`config.mk`:
```
export PLATFORM = sky130hd
export DESIGN_NAME = mpio_pair
export DESIGN_NICKNAME = d
export VERILOG_FILES = /design/src/rtl/mpio_pkg.sv /design/src/rtl/mpio_cfg_reg.sv /design/src/rtl/mpio_pin.sv /design/src/rtl/mpio_event.sv /design/src/rtl/mpio_pair.sv
export SDC_FILE = /design/constraint.sdc
export NUM_CORES = 1
export LEC_CHECK = 0
export ABC_AREA = 1
export BUFFER_PORTS_ARGS = -buffer_cell sky130_fd_sc_hd__buf_2
export CORE_ASPECT_RATIO = 1.5
export CORE_MARGIN = 2
export CORE_UTILIZATION = 36
export DETAILED_ROUTE_END_ITERATION = 10
export MAX_ROUTING_LAYER = met4
export PLACE_DENSITY = 0.86
export SYNTH_ARGS = -nofsm -noshare
export SYNTH_HDL_FRONTEND = slang
export SYNTH_SLANG_ARGS = --single-unit
```
`constraint.sdc`:
```
create_clock -name clk -period 1 [get_ports clk]
set_clock_uncertainty 0.05 [all_clocks]
set_input_delay 0.15 -clock clk [delete_from_list [all_inputs] [get_ports clk]]
set_output_delay 0.15 -clock clk [all_outputs]
set_load 0.03 [all_outputs]
```
`src/rtl/mpio_pkg.sv`:
```
// Package: shared mode encoding and level decode for the pad controller.
// Assumes a 2-bit mode field per pad; bit [1] selects output drive.
package mpio_pkg;

    typedef enum logic [1:0] {
        MODE_IN_PLAIN = 2'b00,
        MODE_IN_INV   = 2'b01,
        MODE_OUT_LO   = 2'b10,
        MODE_OUT_HI   = 2'b11
    } pin_mode_e;

    // Level of a pad as seen by downstream logic.
    function automatic logic pin_level(input pin_mode_e mode, input logic sync_in);
        logic lvl;
        case (mode)
            MODE_IN_PLAIN: lvl = sync_in;
            MODE_IN_INV:   lvl = ~sync_in;
            MODE_OUT_LO:   lvl = 1'b0;
            default:       lvl = 1'b1;
        endcase
        return lvl;
    endfunction

endpackage

```
`src/rtl/mpio_cfg_reg.sv`:
```
// Configuration register: holds the defined low bits, loaded either from the
// preload port or the write port (preload has priority). Assumes REG_W > DEF_W.
module mpio_cfg_reg #(
    parameter int REG_W = 32,
    parameter int DEF_W = 8
) (
    input  logic             clk,
    input  logic             rst_n,
    input  logic             cfg_wr,
    input  logic [REG_W-1:0] cfg_wdata,
    input  logic             load_en,
    input  logic [DEF_W-1:0] load_data,
    output logic [DEF_W-1:0] cfg_q,
    output logic [REG_W-1:0] cfg_rdata
);

    logic unused_hi;

    // Bits above the defined field are discarded.
    assign unused_hi = ^cfg_wdata[REG_W-1:DEF_W];

    // Register update: reset, then preload, then write.
    always_ff @(posedge clk) begin
        if (!rst_n)
            cfg_q <= '0;
        else if (load_en)
            cfg_q <= load_data;
        else if (cfg_wr)
            cfg_q <= cfg_wdata[DEF_W-1:0];
    end

    // Read path: reserved bits return zero.
    always_comb begin
        cfg_rdata = '0;
        cfg_rdata[DEF_W-1:0] = cfg_q;
    end

    assert_load_priority_R10: assert property (@(posedge clk) disable iff (!rst_n)
        load_en |=> cfg_q == $past(load_data));

    assert_write_store_R2: assert property (@(posedge clk) disable iff (!rst_n)
        (cfg_wr && !load_en) |=> cfg_q == $past(cfg_wdata[DEF_W-1:0]));

endmodule

```
`src/rtl/mpio_pin.sv`:
```
// One pad: two-flop input synchronizer, mode-driven tri-state drive and the
// level seen by the event and power-down logic. Assumes pad_in is asynchronous.
module mpio_pin
    import mpio_pkg::*;
(
    input  logic      clk,
    input  logic      rst_n,
    input  pin_mode_e mode,
    input  logic      pad_in,
    output logic      pad_oe,
    output logic      pad_out,
    output logic      level
);

    logic sync_a;
    logic sync_b;

    // Two-stage synchronizer for the pad input.
    always_ff @(posedge clk) begin
        if (!rst_n) begin
            sync_a <= 1'b0;
            sync_b <= 1'b0;
        end else begin
            sync_a <= pad_in;
            sync_b <= sync_a;
        end
    end

    // Drive and level decode from the mode field.
    always_comb begin
        pad_oe  = mode[1];
        pad_out = mode[1] & mode[0];
        level   = pin_level(mode, sync_b);
    end

    assert_sync_depth_R6: assert property (@(posedge clk) disable iff (!rst_n)
        ($past(rst_n, 1) && $past(rst_n, 2) && !mode[1])
            |-> level == ($past(pad_in, 2) ^ mode[0]));

endmodule

```
`src/rtl/mpio_event.sv`:
```
// Sticky event flag and power-down request from the per-pad levels.
// Assumes levels are already synchronized; setting wins over clearing.
module mpio_event #(
    parameter int NUM_PINS = 2
) (
    input  logic                clk,
    input  logic                rst_n,
    input  logic [NUM_PINS-1:0] level,
    input  logic [NUM_PINS-1:0] evt_en,
    input  logic [NUM_PINS-1:0] pd_en,
    input  logic                evt_clr,
    output logic                evt_status,
    output logic                pwrdn_req
);

    logic evt_set;

    // Combine enabled pad levels.
    always_comb begin
        evt_set   = |(level & evt_en);
        pwrdn_req = |(level & pd_en);
    end

    // Sticky flag with software clear.
    always_ff @(posedge clk) begin
        if (!rst_n)
            evt_status <= 1'b0;
        else if (evt_set)
            evt_status <= 1'b1;
        else if (evt_clr)
            evt_status <= 1'b0;
    end

    assert_evt_set_R7: assert property (@(posedge clk) disable iff (!rst_n)
        (|(level & evt_en)) |=> evt_status);

    assert_evt_hold_R8: assert property (@(posedge clk) disable iff (!rst_n)
        (evt_status && !evt_clr) |=> evt_status);

    assert_evt_clear_R8: assert property (@(posedge clk) disable iff (!rst_n)
        (evt_clr && !(|(level & evt_en))) |=> !evt_status);

endmodule

```
`src/rtl/mpio_pair.sv`:
```
// Top: multi-purpose pad controller. One configuration word sets per-pad mode,
// event enable and power-down enable; field offsets derive from NUM_PINS.
module mpio_pair
    import mpio_pkg::*;
#(
    parameter int NUM_PINS = 2,
    parameter int REG_W    = 32
) (
    input  logic                clk,
    input  logic                rst_n,
    input  logic                cfg_wr,
    input  logic [REG_W-1:0]    cfg_wdata,
    output logic [REG_W-1:0]    cfg_rdata,
    input  logic                load_en,
    input  logic [4*NUM_PINS-1:0] load_data,
    input  logic [NUM_PINS-1:0] pad_in,
    output logic [NUM_PINS-1:0] pad_oe,
    output logic [NUM_PINS-1:0] pad_out,
    input  logic                evt_clr,
    output logic                evt_status,
    output logic                pwrdn_req
);

    localparam int DEF_W   = 4 * NUM_PINS;
    localparam int EVT_OFS = 2 * NUM_PINS;
    localparam int PD_OFS  = 3 * NUM_PINS;

    logic [DEF_W-1:0]    cfg_q;
    logic [NUM_PINS-1:0] level;

    mpio_cfg_reg #(.REG_W(REG_W), .DEF_W(DEF_W)) i_cfg (
        .clk       (clk),
        .rst_n     (rst_n),
        .cfg_wr    (cfg_wr),
        .cfg_wdata (cfg_wdata),
        .load_en   (load_en),
        .load_data (load_data),
        .cfg_q     (cfg_q),
        .cfg_rdata (cfg_rdata)
    );

    for (genvar i = 0; i < NUM_PINS; i++) begin : g_pin
        mpio_pin i_pin (
            .clk     (clk),
            .rst_n   (rst_n),
            .mode    (pin_mode_e'(cfg_q[2*i +: 2])),
            .pad_in  (pad_in[i]),
            .pad_oe  (pad_oe[i]),
            .pad_out (pad_out[i]),
            .level   (level[i])
        );
    end

    mpio_event #(.NUM_PINS(NUM_PINS)) i_evt (
        .clk        (clk),
        .rst_n      (rst_n),
        .level      (level),
        .evt_en     (cfg_q[EVT_OFS +: NUM_PINS]),
        .pd_en      (cfg_q[PD_OFS +: NUM_PINS]),
        .evt_clr    (evt_clr),
        .evt_status (evt_status),
        .pwrdn_req  (pwrdn_req)
    );

endmodule

```
==> run summary <==
status: finished with violations
failing checks: setup timing
Slew Viols, Final: 0
Compound-Gate Fraction of Synth Area: 5.43%
core area: 2450 um2
multi-input logic area: 425 um2
power density over the cells: 1100 nW/um2
DP HPWL: 1.38 mm
Psw: 0.000522 W
share of cells above drive strength 1: 51.1%
Critical Path AT: 1.12 ns
Startpoint Class: flip-flop
commonest cells after routing, fill and taps aside: nand2_1 (32), conb_1 (24), buf_2 (23), buf_6 (20), inv_1 (19)
WL per Instance: 9.02 um
Setup WS pre-CTS: -0.150 ns
Finished Layout Cells: 204
Clock Power Share: 22.2%
Die Width: 45.3 um
port buffer count: 36
Comb pwr share: 37.8%
Adder-Cell Fraction of Synth Area: 0%
Synth Area in Simple Gates: 26.9%
drt first pass iters: 4
worst vdd ir: 0.592 mV
Synthesis Warnings: 0
worst path required time: 0.80 ns
Core Util, Final: 53.4%
WHS: 0.100 ns
GPL Wtd Cong: 0.710
RSZ-0062 raised after global routing: true
Num CTS Buffers: 3
DR DRC count: 0
num rows: 22
mux cell area share after synthesis: 0%
Max clock buf depth: 2
CTS root buffer: clkbuf_4
flops & latches, synth: 13
largest net degree at the start of global routing: 14
most common cell after layout, fill and taps aside: nand2_1
Cell Area, Synth: 921 um2
Starting Density: 37.6%
Final Hold Fails: 0
DR iter-0 viols: 10
Vias: 827
All-Layer GR Usage: 13.5%
synth unique cells: 13
synthesis-to-layout area growth: 42.0%
cells after synthesis: 130
clock slew at reported path FFs: 0.08 ns
CTS HTree Levels: 1
post-route ant nets: 0
Max Clk Rate: 759 MHz
xor and xnor area share after synthesis: 0%
final worst slack: -0.317 ns
Worst-Skew Late Latency: 0.27 ns
Net Sw Frac: 36.2%
Mean Syn Cell Area: 7.08 um2
largest family of logic cells by synthesized area: buffers and inverters
vias in the first global route: 743
ANT cells: 0
chip height: 65.9 um
Overflow after GRT: 0
leak pwr: 0.800 nW
crit share post-route: 132%
Final nets: 228
DR vias/cell: 4.05
internal power: 0.000919 W
initial antenna violation count: 0
critical path class: reg2out
CTS tree: yes
final instance area: 1310 um2
drt total wl: 1.84 mm
fin crit period: 1.32 ns
Setup-failing EPs final: 11
IO Pins: 85
sequential fraction of the synthesis area: 28.3%
worst hold path type: in2reg
FF/Latch Area: 279 um2
Placed Cells incl. Taps: 190
Seq pwr share: 40.0%
first-pass GRT wire length: 2.93 mm
CP Max Fanout: 3
Clock Sinks: 13
placed cell area: 1050 um2
Setup crit end kind: output port
full die area: 2990 um2
fillcell total: 236
Max-Cap Viols: 0
synthesized netlist by cell type:
cell | n | area (um2)
nand3b_1 | 1 | 7.51
nand2_2 | 5 | 31.3
buf_6 | 2 | 22.5
inv_1 | 22 | 82.6
nand2_4 | 2 | 22.5
conb_1 | 1 | 3.75
nand3_1 | 8 | 40.0
inv_4 | 1 | 6.26
dfxtp_1 | 13 | 260
nand2_1 | 39 | 146
inv_8 | 2 | 22.5
buf_4 | 30 | 225
o211ai_2 | 4 | 50.1
layer usage:
layer,vias to the layer above,global-route usage [%],share of wire (%)
met1,361,12.3,36
met3,2,2.19,6.8
li1,427,-,-
met5,-,-,0
met4,0,5.51,0.43
met2,37,26.1,57
metrics by stage:
| step | total power [W] | TNS, ns |
|---|---|---|
| finish | 0.00144 | -1.50 |
| global route | 0.00153 | -2.02 |
| CTS | 0.00145 | -1.75 |
| detailed placement | 0.00102 | -0.150 |
| global placement | 0.00101 | -0.141 |
| floorplan | 0.000984 | -0.00422 |
final cells by class:
| cell class | instances | area share (%) |
|---|---|---|
| Sequential cell | 13 | 21.3 |
| Clock buffer | 4 | 2.01 |
| Inverter | 25 | 8.52 |
| Timing Repair Buffer | 55 | 33.3 |
| Multi-Input combinational cell | 83 | 32.5 |
| Tap cell | 24 | 2.30 |
final timing paths:
kind                    startpoint               endpoint  slack (ns)  depth (start not counted)
max                 i_cfg.cfg_q[3]              pwrdn_req       -0.32                          6
min                   cfg_wdata[3]         i_cfg.cfg_q[3]        0.10                          5
max reg2reg         i_cfg.cfg_q[0]       i_evt.evt_status       -0.25                         11
min reg2reg  g_pin[0].i_pin.sync_a  g_pin[0].i_pin.sync_b        0.37                          2
state kept, by name, summed over array words and instances (netlist names):
register            cells
i_evt.evt_status        1
g_pin.i_pin.sync_b      2
g_pin.i_pin.sync_a      2
i_cfg.cfg_q             8
cells by family (layout without fill, tap and decap cells):
logic type,after synthesis,after routing
other cells,1,24
flops,13,13
buf+inv,57,84
compound gates,4,4
simple gates,55,55
critical path, cell delays in order (launching register included):
cell and delay, ns:
dfxtp_2 0.35, inv_2 0.05, nand3b_1 0.08, nand3_2 0.09
nand2_2 0.09, nand2_4 0.05, buf_6 0.13
power by group through the flow:
stage / logic, W / clock network (W) / registers [W]
after floorplan: 0.000370 / 0 / 0.000615
after global placement: 0.000430 / 0 / 0.000579
after detailed placement: 0.000437 / 0 / 0.000580
after CTS: 0.000537 / 0.000332 / 0.000576
after global routing: 0.000589 / 0.000362 / 0.000581
final: 0.000544 / 0.000320 / 0.000576
repair_timing:
action                                  CTS  global route
resized for setup                        42             9
endpoints found under the setup margin   15            14
cloned                                    0             0
endpoints found under the hold margin     2             0
hold buffers                              2             0
pin swaps                                 6             6
buffers inserted                          8             2
(Power assumes the default switching activity.)
